==> src/rtl/hei_pkg.sv <==
// Shared constants for the host event interrupt block.
// Assumes an 8-bit interrupt register and a 3-bit host address space.
package hei_pkg;
    localparam int IRQ_W = 8;
    localparam int B_PIC = 0;
    localparam int B_GOP = 1;
    localparam int B_SHD = 2;
    localparam int B_SEN = 3;
    localparam int B_USR = 4;
    localparam int B_OVF = 5;
    localparam int B_UNP = 6;
    localparam int B_ERR = 7;
    // bits that always announce at once; bit 6 is added in underflow mode
    localparam logic [IRQ_W-1:0] URGENT_FIXED = 8'hA0;
    // mode register bit that turns bit 6 into the PTS-received flag
    localparam int MODE_PTS_BIT = 4;

    typedef enum logic [2:0] {
        A_STATUS = 3'd0,
        A_MASK   = 3'd1,
        A_UDATA  = 3'd2,
        A_UCOUNT = 3'd3,
        A_MODE   = 3'd4
    } hreg_e;
endpackage

==> src/rtl/hei_user_fifo.sv <==
// User-data byte buffer: circular store with push/pop and occupancy count.
// Assumes push is dropped when full and pop is ignored when empty;
// the head reads as zero while empty.
module hei_user_fifo #(
    parameter int DEPTH = 64,
    parameter int DW    = 8,
    localparam int AW    = $clog2(DEPTH),
    localparam int CNT_W = $clog2(DEPTH + 1)
) (
    input  logic             clk,
    input  logic             rst_n,
    input  logic             push,
    input  logic [DW-1:0]    wdata,
    input  logic             pop,
    output logic [DW-1:0]    head,
    output logic [CNT_W-1:0] count,
    output logic             full,
    output logic             empty
);
    logic [DW-1:0] mem [DEPTH];
    logic [AW-1:0] wr_ptr;
    logic [AW-1:0] rd_ptr;
    logic          push_ok;
    logic          pop_ok;

    assign full    = (count == CNT_W'(DEPTH));
    assign empty   = (count == '0);
    assign push_ok = push & ~full;
    assign pop_ok  = pop & ~empty;
    assign head    = empty ? '0 : mem[rd_ptr];

    // Store an accepted byte at the write pointer.
    always_ff @(posedge clk) begin
        if (push_ok) begin
            mem[wr_ptr] <= wdata;
        end
    end

    // Advance pointers and track occupancy.
    always_ff @(posedge clk) begin
        if (!rst_n) begin
            wr_ptr <= '0;
            rd_ptr <= '0;
            count  <= '0;
        end else begin
            if (push_ok) begin
                wr_ptr <= (wr_ptr == AW'(DEPTH - 1)) ? '0 : wr_ptr + 1'b1;
            end
            if (pop_ok) begin
                rd_ptr <= (rd_ptr == AW'(DEPTH - 1)) ? '0 : rd_ptr + 1'b1;
            end
            case ({push_ok, pop_ok})
                2'b10:   count <= count + 1'b1;
                2'b01:   count <= count - 1'b1;
                default: count <= count;
            endcase
        end
    end
endmodule

==> src/rtl/hei_event_reg.sv <==
// Interrupt register and line: gates strobes by the mask, accumulates them,
// and drives the line either at picture sync or at once for urgent bits.
// Assumes strobes are one cycle wide; clr is a host read of the register.
module hei_event_reg
    import hei_pkg::*;
(
    input  logic             clk,
    input  logic             rst_n,
    input  logic [IRQ_W-1:0] ev_vec,
    input  logic             ev_pts,
    input  logic             pts_mode,
    input  logic [IRQ_W-1:0] mask,
    input  logic             pic_sync,
    input  logic             clr,
    output logic [IRQ_W-1:0] irq_reg,
    output logic             irq_line
);
    logic [IRQ_W-1:0] raw;
    logic [IRQ_W-1:0] hit;
    logic [IRQ_W-1:0] urgent;
    logic [IRQ_W-1:0] reg_nxt;
    logic             line_nxt;

    // Select the bit 6 source, gate by mask and work out next state.
    always_comb begin
        raw          = ev_vec;
        raw[B_UNP]   = pts_mode ? ev_pts : ev_vec[B_UNP];
        hit          = raw & mask;
        urgent       = URGENT_FIXED;
        urgent[B_UNP] = ~pts_mode;
        reg_nxt      = (clr ? '0 : irq_reg) | hit;
        line_nxt     = (clr ? 1'b0 : irq_line)
                     | (|(hit & urgent))
                     | (pic_sync & (|reg_nxt));
    end

    // Hold register and line.
    always_ff @(posedge clk) begin
        if (!rst_n) begin
            irq_reg  <= '0;
            irq_line <= 1'b0;
        end else begin
            irq_reg  <= reg_nxt;
            irq_line <= line_nxt;
        end
    end
endmodule

==> src/rtl/hei_host_port.sv <==
// Host register port: holds mask and mode, decodes read side effects,
// and multiplexes read data from the address.
// Assumes host_wr and host_rd are not both high in one cycle.
module hei_host_port
    import hei_pkg::*;
#(
    parameter int DW    = 8,
    parameter int CNT_W = 7
) (
    input  logic             clk,
    input  logic             rst_n,
    input  logic             host_wr,
    input  logic             host_rd,
    input  logic [2:0]       host_addr,
    input  logic [DW-1:0]    host_wdata,
    input  logic [IRQ_W-1:0] irq_reg,
    input  logic [DW-1:0]    ud_head,
    input  logic [CNT_W-1:0] ud_count,
    output logic [IRQ_W-1:0] mask_q,
    output logic [DW-1:0]    mode_q,
    output logic             rd_status,
    output logic             rd_pop,
    output logic [DW-1:0]    host_rdata
);
    assign rd_status = host_rd & (host_addr == A_STATUS);
    assign rd_pop    = host_rd & (host_addr == A_UDATA);

    // Capture host writes to mask and mode.
    always_ff @(posedge clk) begin
        if (!rst_n) begin
            mask_q <= '0;
            mode_q <= '0;
        end else if (host_wr) begin
            if (host_addr == A_MASK) mask_q <= host_wdata[IRQ_W-1:0];
            if (host_addr == A_MODE) mode_q <= host_wdata;
        end
    end

    // Select read data by address.
    always_comb begin
        case (host_addr)
            A_STATUS: host_rdata = DW'(irq_reg);
            A_MASK:   host_rdata = DW'(mask_q);
            A_UDATA:  host_rdata = ud_head;
            A_UCOUNT: host_rdata = DW'(ud_count);
            A_MODE:   host_rdata = mode_q;
            default:  host_rdata = '0;
        endcase
    end
endmodule

==> src/rtl/host_event_irq.sv <==
// Top: decoder event interrupt controller with user-data byte buffer.
// Assumes all inputs are synchronous to clk and strobes are one cycle wide.
module host_event_irq
    import hei_pkg::*;
#(
    parameter int DEPTH = 64,
    parameter int DW    = 8
) (
    input  logic          clk,
    input  logic          rst_n,
    input  logic          ev_picture,
    input  logic          ev_gop,
    input  logic          ev_seqhdr,
    input  logic          ev_seqend,
    input  logic          ev_overflow,
    input  logic          ev_underflow,
    input  logic          ev_pts,
    input  logic          ev_error,
    input  logic          pic_sync,
    input  logic          ud_valid,
    input  logic [DW-1:0] ud_byte,
    input  logic          host_wr,
    input  logic          host_rd,
    input  logic [2:0]    host_addr,
    input  logic [DW-1:0] host_wdata,
    output logic [DW-1:0] host_rdata,
    output logic          irq_n,
    output logic          ufull_n,
    output logic          dec_stall
);
    localparam int CNT_W = $clog2(DEPTH + 1);

    logic [IRQ_W-1:0] mask_q;
    logic [DW-1:0]    mode_q;
    logic [IRQ_W-1:0] irq_reg;
    logic             irq_line;
    logic             rd_status;
    logic             rd_pop;
    logic [DW-1:0]    ud_head;
    logic [CNT_W-1:0] ud_count;
    logic             ud_full;
    logic             ud_empty;
    logic             ud_push;
    logic             ud_stored;
    logic [IRQ_W-1:0] ev_vec;

    // discard user data unless its interrupt is enabled
    assign ud_push   = ud_valid & mask_q[B_USR];
    assign ud_stored = ud_push & ~ud_full;
    assign ev_vec    = {ev_error, ev_underflow, ev_overflow, ud_stored,
                        ev_seqend, ev_seqhdr, ev_gop, ev_picture};

    hei_host_port #(.DW(DW), .CNT_W(CNT_W)) u_port (
        .clk        (clk),
        .rst_n      (rst_n),
        .host_wr    (host_wr),
        .host_rd    (host_rd),
        .host_addr  (host_addr),
        .host_wdata (host_wdata),
        .irq_reg    (irq_reg),
        .ud_head    (ud_head),
        .ud_count   (ud_count),
        .mask_q     (mask_q),
        .mode_q     (mode_q),
        .rd_status  (rd_status),
        .rd_pop     (rd_pop),
        .host_rdata (host_rdata)
    );

    hei_event_reg u_evt (
        .clk      (clk),
        .rst_n    (rst_n),
        .ev_vec   (ev_vec),
        .ev_pts   (ev_pts),
        .pts_mode (mode_q[MODE_PTS_BIT]),
        .mask     (mask_q),
        .pic_sync (pic_sync),
        .clr      (rd_status),
        .irq_reg  (irq_reg),
        .irq_line (irq_line)
    );

    hei_user_fifo #(.DEPTH(DEPTH), .DW(DW)) u_fifo (
        .clk   (clk),
        .rst_n (rst_n),
        .push  (ud_push),
        .wdata (ud_byte),
        .pop   (rd_pop),
        .head  (ud_head),
        .count (ud_count),
        .full  (ud_full),
        .empty (ud_empty)
    );

    assign irq_n     = ~irq_line;
    assign ufull_n   = ~ud_full;
    assign dec_stall = ud_full;
endmodule

==> config.mk <==
export PLATFORM = sky130hd
export DESIGN_NAME = host_event_irq
export DESIGN_NICKNAME = d
export VERILOG_FILES = /design/src/rtl/hei_pkg.sv /design/src/rtl/hei_user_fifo.sv /design/src/rtl/hei_event_reg.sv /design/src/rtl/hei_host_port.sv /design/src/rtl/host_event_irq.sv
export SDC_FILE = /design/constraint.sdc
export NUM_CORES = 1
export LEC_CHECK = 0
export ABC_CLOCK_PERIOD_IN_PS = 3770
export BUFFER_PORTS_ARGS = -buffer_cell sky130_fd_sc_hd__buf_2
export CAP_MARGIN = 30
export CORE_ASPECT_RATIO = 1.2
export CORE_UTILIZATION = 53
export DETAILED_ROUTE_END_ITERATION = 16
export PLACE_DENSITY_LB_ADDON = 0.08
export RECOVER_POWER = 25
export SLEW_MARGIN = 10
export SYNTH_ARGS = -nofsm -noshare
export SYNTH_HDL_FRONTEND = slang
export SYNTH_SLANG_ARGS = --single-unit
==> constraint.sdc <==
create_clock -name clk -period 3.77 [get_ports clk]
set_input_delay 0.377 -clock clk [delete_from_list [all_inputs] [get_ports clk]]
set_output_delay 0.377 -clock clk [all_outputs]
set_load 0.03 [all_outputs]
# Yosys cells after proc, flatten, opt, wreduce, memory -nomap -nowiden
# Memories as Yosys holds them, arrays and structs flattened. A register that Yosys moved wholly into a read port is not among the register bits.
# Cells that the tools add are included.
[op_classes]
addsub = 4
n_eq_ne = 9
n_mux = 12
bitwise = 15
reduce_logical = 7
[op_table]
columns = ["operator", "count"]
rows = [
  ["8-bit one-hot mux with 5 select lines", 1],
  ["6-bit two-way mux", 4],
  ["8-bit bitwise AND", 2],
  ["8-bit two-way mux", 2],
  ["8-bit OR reduction", 2],
  ["7-bit one-hot mux with 2 select lines", 1],
  ["6-bit by 1-bit adder with 6-bit output (second input constant)", 2],
  ["6-bit equality test (second input constant)", 2],
  ["8-bit bitwise OR", 1],
  ["7-bit by 1-bit adder with 7-bit output (second input constant)", 1],
  ["7-bit equality test (second input constant)", 1],
  ["7-bit zero test", 1],
  ["7-bit by 1-bit subtractor with 7-bit output (second input constant)", 1],
  ["1-bit bitwise AND", 6],
  ["3-bit by 2-bit equality test with 1-bit output (second input constant)", 2],
  ["1-bit two-way mux", 4],
  ["1-bit inverter", 4],
  ["2-bit AND reduction", 2],
  ["3-bit by 1-bit equality test with 1-bit output (second input constant)", 1],
  ["3-bit equality test (second input constant)", 1],
  ["3-bit zero test", 1],
  ["2-bit by 1-bit equality test with 1-bit output (second input constant)", 1],
  ["2-bit equality test (second input constant)", 1],
  ["1-bit bitwise OR", 2],
  ["2-bit nonzero test", 1],
]
[word_totals]
register_bits = 44
mem_bits_rw = 512
inputBits = 33
out_inout_bits = 11
elab_cells = 55
memories = 1
[memory_table]
columns = ["memory", "depth", "word_bits", "read_ports", "rd_ports_with_merged_regs", "wr", "line", "rtl"]
rows = [
  ["u_fifo.mem", 64, 8, 1, 1, 1, "hei_user_fifo.sv:20", "logic [DW-1:0] mem [DEPTH];"],
]

# Logic depth before layout (Yosys ltp)
# Gate-level depths: netlist of run 1.
[logic_depth]
ltp_word = 8
depth_mapped = 16
mapped_depth_nobuf = 13

# Modules after synthesis
# From an unflattened synthesis of run 1, not the netlist that was laid out.
[unflattened]
cells_unflattened = 1233
area_unflattened_um2 = 22502.8
[by_module_without_submodules]
columns = ["module", "n_inst", "cells_each", "area_per_inst_um2", "seq_area_each_um2"]
rows = [
  ["hei_user_fifo", 1, 1090, 21149.0, 15875.2],
  ["hei_host_port", 1, 104, 992.2, 320.3],
  ["hei_event_reg", 1, 35, 339.1, 180.2],
  ["host_event_irq", 1, 4, 22.5, 0.0],
]

# Worst setup path after synthesis of run 1
# OpenSTA, ideal clock, no wires.
[synth_path]
kind = "reg-to-reg"
start = "register u_fifo.count[1]"
end = "register u_fifo.count[6]"
setup_time_ns = 0.059
arrival_ns = 3.697
t_required_ns = 3.711
setup_slack_ns = 0.014
path_stages_with_launch = 17
path_buffers = 3
synth_period_minus_slack_ns = 3.756
path_cell_list = "dfxtp_1 buf_2 nor4_1 nand3_1 and3_1 buf_2 inv_2 ha_1 clkbuf_1 xor2_1 ha_1 a21oi_2 o21ai_0 a221oi_1 a222oi_1 or4b_1 nand2_1"
[synth_between]
elab_chain_cells = 5
word_cells_on_any_way = 12
classes_between = "add/sub (2); eq/ne (3); mux (1); bitwise (4); reduce/logical (2)"
[synth_rtl]
columns = ["element", "line", "rtl"]
rows = [
  ["start, declared", "hei_user_fifo.sv:16", "output logic [CNT_W-1:0] count,"],
  ["start signal, assigned", "hei_user_fifo.sv:53", "2'b10: count <= count + 1'b1;"],
  ["start signal, assigned", "hei_user_fifo.sv:54", "2'b01: count <= count - 1'b1;"],
  ["start signal, assigned", "hei_user_fifo.sv:55", "default: count <= count;"],
  ["7-bit equality test *", "hei_user_fifo.sv:26", "assign full = (count == CNT_W'(DEPTH));"],
  ["1-bit inverter *", "n/a", ""],
  ["net ufull_n", "host_event_irq.sv:28", "output logic ufull_n,"],
  ["1-bit bitwise AND *", "hei_user_fifo.sv:28", "assign push_ok = push & ~full;"],
  ["2-bit by 1-bit equality test with 1-bit output / 2-bit equality test (equally long branches)", "hei_user_fifo.sv:52", "case ({push_ok, pop_ok})"],
  ["7-bit one-hot mux with 2 select lines / 2-bit nonzero test (equally long branches)", "n/a", ""],
]
# Mark *: on every way through the listed nets, which the timed path passes. The rest lies on a longest branch.
# A chain may end at the register's enable or synchronous reset.

==> results of run 1 <==
[layout make-up]
type / instances / share of cell area (%)
well taps: 546 / 2.65
multi-input cells: 591 / 22.1
repair buffers: 151 / 4.42
clock inverters: 37 / 1.65
flip-flops and latches: 562 / 63.6
inverters: 11 / 0.160
clock buffers: 63 / 5.46
[Yosys cell counts (6+ instances only)]
library cell,count,area share [%]
clkbuf_1,32,0.53
mux2i_1,39,1.7
a21boi_0,8,0.27
nor2_1,98,1.6
buf_2,17,0.38
a21oi_1,32,0.71
xnor2_1,7,0.27
nand3_1,22,0.49
and2_1,11,0.31
dfxtp_1,50,4.5
edfxtp_1,512,68
o21ai_0,12,0.27
nand2_1,66,1.1
a22oi_1,28,0.94
a31oi_1,7,0.19
o2111ai_1,8,0.31
nor2b_1,32,0.89
o21ai_1,6,0.13
mux2_2,10,0.50
a211oi_1,6,0.20
o22ai_1,7,0.19
mux4_2,123,12
buf_4,7,0.23
inv_1,6,0.10
[metal layers]
layer  GRT usage [%]  part of all wire (%)  vias to the layer above
met2            43.4                    50                      473
met4            12.3                   4.7                        4
li1                -                     -                     5225
met5               0                 0.056                        -
met3            4.70                   6.8                      123
met1            33.5                    39                     6113
[power by group through the flow]
stage	combinational, uW	sequential [uW]	clock, uW
after floorplan	50.4	6930	0
after global placement	179	6930	0
after detailed placement	193	6930	0
after CTS	193	6800	5680
after global routing	199	6800	5900
final	185	6800	5620
[worst paths after layout]
path | start | end | slack, ns | depth (start not counted)
worst min register to register | u_evt.irq_reg[7] | u_evt.irq_reg[7] | 0.50 | 2
worst min-delay path | pic_sync | u_evt.irq_line | 0.07 | 3
worst max register to register | u_fifo.count[1] | u_fifo.count[6] | 0.40 | 13
worst max-delay path | flop | host_rdata[6] | 0.11 | 7
[cell families (layout without fill, tap and decap cells)]
kind of cell / Yosys count / after routing / synth area share (%)
buf+inv: 78 / 262 / 1.84
simple gates: 268 / 268 / 5.63
xor+xnor: 12 / 12 / 0.468
fa+ha+maj: 5 / 5 / 0.279
mux: 176 / 176 / 15.0
flops: 562 / 562 / 72.9
compound gates: 130 / 130 / 3.84
[placed cells by master (no fill, tap or decap), types with 8 or more instances in the layout]
cell / instances
o21ai_0: 12
buf_2: 36
bufinv_16: 9
buf_4: 95
nand2_1: 66
a22oi_1: 28
nor2_1: 98
nor2b_1: 32
mux2i_1: 39
dfxtp_1: 47
edfxtp_1: 512
a21boi_0: 8
clkinv_2: 9
buf_12: 9
clkbuf_1: 18
and2_1: 11
a21oi_1: 32
mux4_2: 123
o2111ai_1: 8
clkinv_1: 12
clkbuf_16: 55
nand3_1: 22
mux2_2: 10
[stage by stage]
stage,area [sq um],setup WS [ns]
floorplan,22500,0.0137
global placement,23800,0.425
global route,25800,0.0393
CTS,25800,0.0277
detailed placement,23900,0.382
finish,25800,0.111
[critical path: stages, from the launching register on]
cell       delay, ns
dfxtp_4         0.55
buf_12          0.24
mux4_2          0.53
a211oi_1        0.51
o21ai_1         0.18
o2111ai_1       0.24
o2111ai_1       0.19
buf_2           0.22
[what timing repair did]
action,in CTS,in global routing
setup endpoints to repair,4,3
setup buffers,1,5
pin swaps,0,0
==> out/qor.yml, run 1 <==
dpl.hpwl_microns: 36400
placedCellCount: 1855
power_density_nw_per_um2: 489
core_area_sq_um: 41800
start_kind: "flop"
synthDistinctLibCells: 62
grt_pass1_vias: 12031
critPathCaptureType: "output port"
synthFlopType: "edfxtp_1"
finalNonFillerCells: 1961
switching_power_uw: 2480
cp.arrival_ns: 3.28
total_leakage_power_uw: 0.00814
track_usage_pct: 26.1
synth.avg_cell_area_sq_um: 18.2
hold_ws_ns: 0.0740
cts_made_buffers: 53
wl_microns: 55000
n_fill_cell: 3005
ys_async_sr_fraction_pct: 0
seq_area_sq_um: 16400
grt_max_degree: 57
peakVddDrop_v: 0.000407
regMostFlops: "u_fifo.mem"
die_w_microns: 190
clkTransAtPathRegs_ns: 0.06
ant_nets: 0
max-cap-violations: 6
ctsResizeCount: 0
syn_nets: 1269
max_freq_mhz: 273
post-route-drc-count: 0
routabilityCongestion: 0.904
fin_skew_ns: 0.0214
ys_seq_elements: 562
switching_share_pct: 19.7
first_pass_iters: 5
p_int_uw: 10100
timing.setup.tns_ns: 0
viasPerCell: 6.09
initialDrtViolationCount: 1125
utilization_pct: 61.7
hold_buffers: 0
syn_area_sq_um: 22500
pwr-share-clk_pct: 44.6
diodes: 0
p_seq_share_pct: 54.0
pwr-share-comb_pct: 1.5
min_path_type: "input pin to flop"
cts_tree: "done"
tightest_slew_ns: 2.17
multiInputGateArea_sq_um: 5680
rsz0062_at_grt: "false"
vias: 11938
rows: 82
die_area_sq_um: 43200
required_ns: 3.39
slew_headroom_pct: -44.3
synth-edff-count: 512
finalCritPeriodShare_pct: 97.1
cp_max_fo: 21
largest_register_ffs: 512
ys.warnings.count: 0
hold_viol: 0
worstSetupPathType: "flop to output port"
htree_levels: 2
drive_gt1_share_pct: 26.3
power.total_uw: 12600
start_util_pct: 53.8
period_minus_slack_ns: 3.66
clk-insertion-delay-late_ns: 0.60
grt_pass1_wl_microns: 79700
antenna_found_initial: 2
clock_path_buffers: 3
wl_per_cell_microns: 28.1
violations: "capacitance limit, slew limit"
synthCells: 1231
cts_root_buffer: "clkbuf_16"
syn_to_final_growth_pct: 14.7
port_buffers: 43
outcome: "complete, but fails checks"
setup_viol: 0
grt-ovfl-total: 0
clock-sinks: 562
io_pins: 44
ys_seq_area_share_pct: 72.9
nets: 1408
slew_viol_final: 258
die_h_microns: 228
(Power assumes the default switching activity.)
==> run 2, diff against run 1 <==
- BUFFER_PORTS_ARGS: -buffer_cell sky130_fd_sc_hd__buf_2 -> -buffer_cell sky130_fd_sc_hd__buf_4
==> run 2 against run 1 <==
  * Global-route usage down 0.23 points
  * Highest routed layer unchanged
  * Total power grew 2.2%
  * Maximum frequency fell by 0.65%
  * Largest power group unchanged
  * Cell count unchanged
  * Sequential power about the same
  * Combinational power about the same
  * Critical path depth grew 2
  * Design area increased by 0.68%
  * The flow still finishes with violations (capacitance limit, slew limit)
  * Flip-flop and latch count unchanged
  * Largest cell class unchanged
  * First-iteration DRC count decreased by 3.8%
  * Non-clock buffer count fell by 4
  * Via count about the same
==> out/qor.yml, run 2 (same netlist as run 1, synthesis figures left out) <==
outcome: "complete, but fails checks"  # unchanged
violations: "capacitance limit, slew limit"  # unchanged
die_h_microns: 228  # unchanged
grt_pass1_vias: 11863  # was 12,031
worst-path-stages: 9  # was 7
drive_gt1_share_pct: 26.9  # was 26.3%
switching_power_uw: 2460  # was 2480 uW
antenna_found_initial: 1  # was 2
max_freq_mhz: 272  # was 273 MHz
wl_microns: 54300  # was 55,000 microns
setup_viol: 0  # unchanged
placedCellCount: 1855  # unchanged
timing.setup.tns_ns: 0  # unchanged
pwr-share-clk_pct: 45.7  # was 44.6%
clkTransAtPathRegs_ns: 0.06  # about the same
start_util_pct: 53.8  # unchanged
cp_max_fo: 20  # was 21
rr_startpoint: "u_fifo.count[1]"  # unchanged
final_common_cell: "edfxtp_1"  # unchanged
max-cap-violations: 6  # unchanged
power.total_uw: 12900  # was 12,600 uW
hold_path_end: "u_evt.irq_line"  # unchanged
syn_to_final_growth_pct: 15.5  # was 14.7%
core_area_sq_um: 41800  # unchanged
rows: 82  # unchanged
crit_buf_inv: 3  # was 2
slew_headroom_pct: -112  # was -44.3%
grt_max_degree: 65  # was 57
crit_top_cell: "buf_4"  # was o2111ai_1
first_pass_iters: 5  # unchanged
initialDrtViolationCount: 1082  # was 1,125
diodes: 0  # unchanged
ant_nets: 0  # unchanged
r2r_setup_slack_ns: 0.42  # was 0.40 ns
largest_register_ffs: 512  # unchanged
hold_buffers: 0  # unchanged
cp.arrival_ns: 3.31  # was 3.28 ns
required_ns: 3.39  # about the same
vias: 11937  # was 11,938
pwr-share-comb_pct: 1.4  # was 1.5%
htree_levels: 2  # unchanged
nets: 1406  # was 1,408
period_minus_slack_ns: 3.68  # was 3.66 ns
wl_per_cell_microns: 27.7  # was 28.1 microns
critPathCaptureType: "output port"  # unchanged
mostFrequentLayoutCells: "edfxtp_1 (512), buf_4 (134), mux4_2 (123), nor2_1 (98), nand2_1 (66)"  # was edfxtp_1 (512), mux4_2 (123), nor2_1 (98), buf_4 (95), nand2_1 (66)
port_buffers: 43  # unchanged
switching_share_pct: 19.1  # was 19.7%
clock_path_buffers: 3  # unchanged
slowest_stage: "mux4_2"  # was dfxtp_4
routabilityCongestion: 0.947  # was 0.904
r2r_end: "u_fifo.count[6]"  # unchanged
post-route-drc-count: 0  # unchanged
total_leakage_power_uw: 0.00823  # was 0.00814 uW
rr_worst_depth: 13  # unchanged
power_density_nw_per_um2: 496  # was 489 nW/um^2
slowest_delay_ns: 0.56  # was 0.55 ns
finalCritPeriodShare_pct: 97.7  # was 97.1%
viasPerCell: 6.09  # about the same
clk-insertion-delay-late_ns: 0.62  # was 0.60 ns
worstSetupPathType: "flop to output port"  # unchanged
n_fill_cell: 2954  # was 3,005
p_seq_share_pct: 52.9  # was 54.0%
rsz0062_at_grt: "false"  # unchanged
cts_tree: "done"  # unchanged
tightest_slew_ns: 3.18  # was 2.17 ns
finalNonFillerCells: 1961  # unchanged
slew_viol_final: 390  # was 258
track_usage_pct: 25.9  # was 26.1%
dpl.hpwl_microns: 35000  # was 36,400 microns
p_int_uw: 10400  # was 10,100 uW
fin_skew_ns: 0.0180  # was 0.0214 ns
peakVddDrop_v: 0.000410  # was 0.000407 V
crit_chain: "buf_12, buf_4, mux4_2, mux2_2, o22ai_1, a21oi_1, o21ai_1, nand3_1, buf_4"  # was buf_12, mux4_2, a211oi_1, o21ai_1, o2111ai_1, o2111ai_1, buf_2
utilization_pct: 62.1  # was 61.7%
die_area_sq_um: 43200  # unchanged
die_w_microns: 190  # unchanged
grt_pass1_wl_microns: 78800  # was 79,700 microns
cts_root_buffer: "clkbuf_16"  # unchanged
crit_family: "multiplexers"  # was compound AO/OA/AOI/OAI gates
io_pins: 44  # unchanged
grt-ovfl-total: 0  # unchanged
hold_viol: 0  # unchanged
clock-sinks: 562  # unchanged
cts_made_buffers: 55  # was 53
min-delay-start: "pic_sync"  # unchanged
start_kind: "flop"  # unchanged
hold_path_depth: 3  # unchanged
regMostFlops: "u_fifo.mem"  # unchanged
min_path_type: "input pin to flop"  # unchanged
==> run 2: changes by cell type in the layout (fill, tap and decap cells not counted), moves of 2 or more <==
cell / previous run / this run
buf_4: 95 / 134
buf_12: 9 / 7
a21oi_2: 1 / 5
buf_2: 36 / 0
a21oi_1: 32 / 28
bufinv_16: 9 / 12
clkbuf_1: 18 / 13
clkinvlp_4: 5 / 3
==> run 2: metal layers <==
layer,vias to the layer above,part of all wire [%],GRT usage (%)
met3,88,6.4,3.68
met4,2,2.8,8.77
met1,6179,39,33.9
li1,5215,-,-
met5,-,0.024,0
met2,453,52,44.5
==> run 2: area by class of cell <==
| cell class | count | area (sq um) | area share [%] |
|---|---|---|---|
| clock buffer | 64 | 1440 | 5.56 |
| clock inverter | 40 | 520 | 2.01 |
| inverter | 11 | 41.3 | 0.159 |
| multi-input combinational | 591 | 5700 | 22.0 |
| sequential | 562 | 16400 | 63.2 |
| tap | 546 | 683 | 2.63 |
| timing repair buffer | 147 | 1170 | 4.51 |
==> run 2: power by group through the flow <==
| stage | sequential, uW | combinational (uW) | clock [uW] |
|---|---|---|---|
| 5_1_grt | 6810 | 198 | 6180 |
| 3_5_place_dp | 6930 | 189 | 0 |
| 6_report | 6810 | 185 | 5880 |
| 4_1_cts | 6800 | 189 | 5980 |
| 2_1_floorplan | 6930 | 50.4 | 0 |
| 3_3_place_gp | 6930 | 183 | 0 |
==> run 2: timing repair <==
| item | 4_1_cts | 5_1_grt |
|---|---|---|
| setup endpoints to repair | 1 | 4 |
| setup buffers | 2 | 0 |
| resized for setup | 0 | 4 |
| gates cloned | 0 | 0 |
==> run 2: per-stage QoR <==
stage / area, sq um / worst slack (ns) / hold WS, ns
after floorplan: 22500 / 0.0137 / 0.456
after global placement: 24000 / 0.374 / 0.480
after detailed placement: 24000 / 0.346 / 0.488
after CTS: 25900 / 0.0421 / 0.0127
after global routing: 25900 / 0.0241 / 0.0359
final: 25900 / 0.0869 / 0.0288
==> run 2: worst register-to-register path, delay by kind of cell, from the launching register on <==
family | cells | cell delay [ns]
compound gates | 4 | 0.84
xor+xnor | 1 | 0.07
fa+ha+maj | 2 | 0.42
buf+inv | 1 | 0.14
flops | 1 | 0.40
simple gates | 5 | 1.43
==> run 2: how the worst max path moves through the flow <==
stage | end | slack (ns)
2_1_floorplan | u_fifo.count[6] | 0.01
3_3_place_gp | u_fifo.count[6] | 0.37
3_5_place_dp | u_fifo.count[6] | 0.35
4_1_cts | host_rdata[3] | 0.04
5_1_grt | host_rdata[4] | 0.02
6_report | host_rdata[2] | 0.09
==> run 3, diff against run 2 <==
==> constraint.sdc (replaced) <==
create_clock -name clk -period 3.77 [get_ports clk]
set_input_delay 0.377 -clock clk [delete_from_list [all_inputs] [get_ports clk]]
set_output_delay 0.377 -clock clk [all_outputs]
set_load 0.1 [all_outputs]
==> run 3 against run 2 <==
  * The flow still finishes with violations (capacitance limit, slew limit)
  * Maximum frequency down 0.73%
  * Non-clock buffer count down 2
  * Combinational power up 5%
  * Flip-flop and latch count unchanged
  * Routed wire length shrank 0.93%
  * Worst hold slack better by 0.014 ns
  * Core utilization is 1.0 points lower
  * Die area unchanged
  * Via count fell by 0.41%
  * Clock power shrank 17%
  * Sequential share of layout area up 1.0 points
  * Register-to-register slack better by 0.02 ns
==> out/qor.yml, run 3 (same netlist as run 1, synthesis figures left out) <==
rr_worst_depth: 13  # unchanged
crit_buf_inv: 2  # was 3
crit_top_cell: "a21oi_1"  # was buf_4
setup_viol: 0  # unchanged
wl_met1_microns: 21700  # was 21,300 microns
hold_buffers: 0  # unchanged
crit_family: "compound AO/OA/AOI/OAI gates"  # was multiplexers
cts_tree: "done"  # unchanged
regMostFlops: "u_fifo.mem"  # unchanged
start_util_pct: 53.8  # unchanged
start_kind: "flop"  # unchanged
timing.setup.tns_ns: 0  # unchanged
nets: 1403  # was 1,406
cp.arrival_ns: 3.33  # was 3.31 ns
power.total_uw: 11900  # was 12,900 uW
multiInputGateArea_sq_um: 5720  # was 5700 sq um
clock_path_buffers: 3  # unchanged
final_common_cell: "edfxtp_1"  # unchanged
syn_to_final_growth_pct: 13.6  # was 15.5%
fin_area_sq_um: 25500  # was 25,900 sq um
slew_viol_final: 455  # was 390
utilization_pct: 61.1  # was 62.1%
outcome: "complete, but fails checks"  # unchanged
hold_path_depth: 3  # unchanged
grt_max_degree: 65  # unchanged
period_minus_slack_ns: 3.71  # was 3.68 ns
rsz0062_at_grt: "false"  # unchanged
dpl.hpwl_microns: 34900  # was 35,000 microns
top_layer_used: "met4"  # was met5
io_pins: 44  # unchanged
finalCritPeriodShare_pct: 98.4  # was 97.7%
post-route-drc-count: 0  # unchanged
hold_path_end: "u_evt.irq_line"  # unchanged
grt-ovfl-total: 0  # unchanged
largest_register_ffs: 512  # unchanged
slowest_stage: "dfxtp_4"  # was mux4_2
diodes: 0  # unchanged
rr_startpoint: "u_fifo.count[1]"  # unchanged
ant_nets: 0  # unchanged
tightest_slew_ns: 3.14  # was 3.18 ns
hold_viol: 0  # unchanged
total_leakage_power_uw: 0.00803  # was 0.00823 uW
min_path_type: "input pin to flop"  # unchanged
cts_root_buffer: "clkbuf_16"  # unchanged
power_density_nw_per_um2: 466  # was 496 nW/um^2
r2r_setup_slack_ns: 0.44  # was 0.42 ns
clkTransAtPathRegs_ns: 0.06  # about the same
slowest_delay_ns: 0.53  # was 0.56 ns
required_ns: 3.39  # about the same
slew_headroom_pct: -109  # was -112%
clock-sinks: 562  # unchanged
htree_levels: 2  # unchanged
wl_met2_microns: 27000  # was 28,000 microns
die_area_sq_um: 43200  # unchanged
grt_pass1_vias: 11828  # was 11,863
max-cap-violations: 7  # was 6
cp_max_fo: 54  # was 20
rows: 82  # unchanged
track_usage_pct: 25.8  # was 25.9%
die_h_microns: 228  # unchanged
violations: "capacitance limit, slew limit"  # unchanged
antenna_found_initial: 0  # was 1
first_pass_iters: 7  # was 5
critPathCaptureType: "output port"  # unchanged
n_fill_cell: 3025  # was 2,954
worstSetupPathType: "flop to output port"  # unchanged
wl_met3_microns: 3330  # was 3460 microns
drive_gt1_share_pct: 25.9  # was 26.9%
min-delay-start: "pic_sync"  # unchanged
viasPerCell: 6.10  # was 6.09
mostFrequentLayoutCells: "edfxtp_1 (512), buf_4 (132), mux4_2 (123), nor2_1 (98), nand2_1 (66)"  # was edfxtp_1 (512), buf_4 (134), mux4_2 (123), nor2_1 (98), nand2_1 (66)
post_dp_cell_area_sq_um: 24000  # about the same
grt_pass1_wl_microns: 78300  # was 78,800 microns
seq_area_sq_um: 16400  # unchanged
crit_chain: "buf_12, mux4_2, a22oi_1, a21oi_1, a21oi_1, o2111ai_1, buf_4"  # was buf_12, buf_4, mux4_2, mux2_2, o22ai_1, a21oi_1, o21ai_1, nand3_1, buf_4
vias: 11888  # was 11,937
peakVddDrop_v: 0.000363  # was 0.000410 V
wl_microns: 53800  # was 54,300 microns
wl_per_cell_microns: 27.6  # was 27.7 microns
core_area_sq_um: 41800  # unchanged
initialDrtViolationCount: 1085  # was 1,082
max_freq_mhz: 270  # was 272 MHz
port_buffers: 43  # unchanged
r2r_end: "u_fifo.count[6]"  # unchanged
clk-insertion-delay-late_ns: 0.60  # was 0.62 ns
routabilityCongestion: 0.911  # was 0.947
fin_skew_ns: 0.0192  # was 0.0180 ns
cts_made_buffers: 54  # was 55
die_w_microns: 190  # unchanged
[run 3: cell count changes in the layout (fill, tap and decap cells not counted), moves of 2 or more]
| cell | before | now |
|---|---|---|
| bufinv_16 | 12 | 0 |
| buf_4 | 134 | 132 |
| clkinvlp_4 | 3 | 0 |
| a21oi_1 | 28 | 31 |
| clkinv_2 | 9 | 14 |
| clkinv_4 | 3 | 1 |
| a21oi_2 | 5 | 2 |
| clkbuf_1 | 13 | 16 |
[run 3: layout make-up]
class / count / share of cell area, %
multi-input cells: 591 / 22.4
clock buffers: 64 / 5.53
flip-flops and latches: 562 / 64.2
well taps: 546 / 2.68
inverters: 11 / 0.162
clock inverters: 29 / 0.554
repair buffers: 145 / 4.46
[run 3: timing repair]
action	in CTS	in global routing
hold endpoints to repair	0	0
setup buffers	3	0
cloned	0	0
resized for setup	0	2
setup endpoints to repair	4	2
[run 3: worst max-delay path by stage]
| stage | end | slack [ns] | cells past startpoint |
|---|---|---|---|
| floorplan | u_fifo.count[6] | 0.06 | 16 |
| global placement | u_fifo.count[6] | 0.44 | 14 |
| detailed placement | u_fifo.count[6] | 0.31 | 14 |
| CTS | host_rdata[6] | 0.07 | 7 |
| global route | host_rdata[5] | 0.02 | 6 |
| finish | host_rdata[5] | 0.06 | 7 |
[run 3: report_power, final]
part / total, uW / internal, uW / switching (uW)
Sequential: 6810 / 6810 / 6.53
Combinational: 194 / 46.3 / 147
Clock: 4880 / 2650 / 2230
[run 3: worst register-to-register path: stages (launching register included)]
cell and delay, ns:
dfxtp_1 0.42, nor4_4 0.39, nand3_4 0.10, and3_1 0.23, inv_2 0.15, ha_1 0.21, xor2_1 0.08, ha_1 0.22
a21oi_2 0.17, o21ai_0 0.14, a221oi_1 0.41, a222oi_1 0.18, or4b_1 0.50, nand2_1 0.08
[run 3: metal layers]
layer  up-vias  GRT usage, %
li1       5206             -
met1      6170          34.2
met2       414          43.0
met3        98          4.24
met4         0          10.0
met5         -             0
[run 3: per-stage QoR]
step	hold WS, ns	cells	setup WS (ns)
after global routing	0.0394	1948	0.0175
final	0.0423	1948	0.0598
after floorplan	0.456	1231	0.0562
after CTS	0.0151	1948	0.0668
after global placement	0.475	1852	0.436
after detailed placement	0.485	1852	0.311
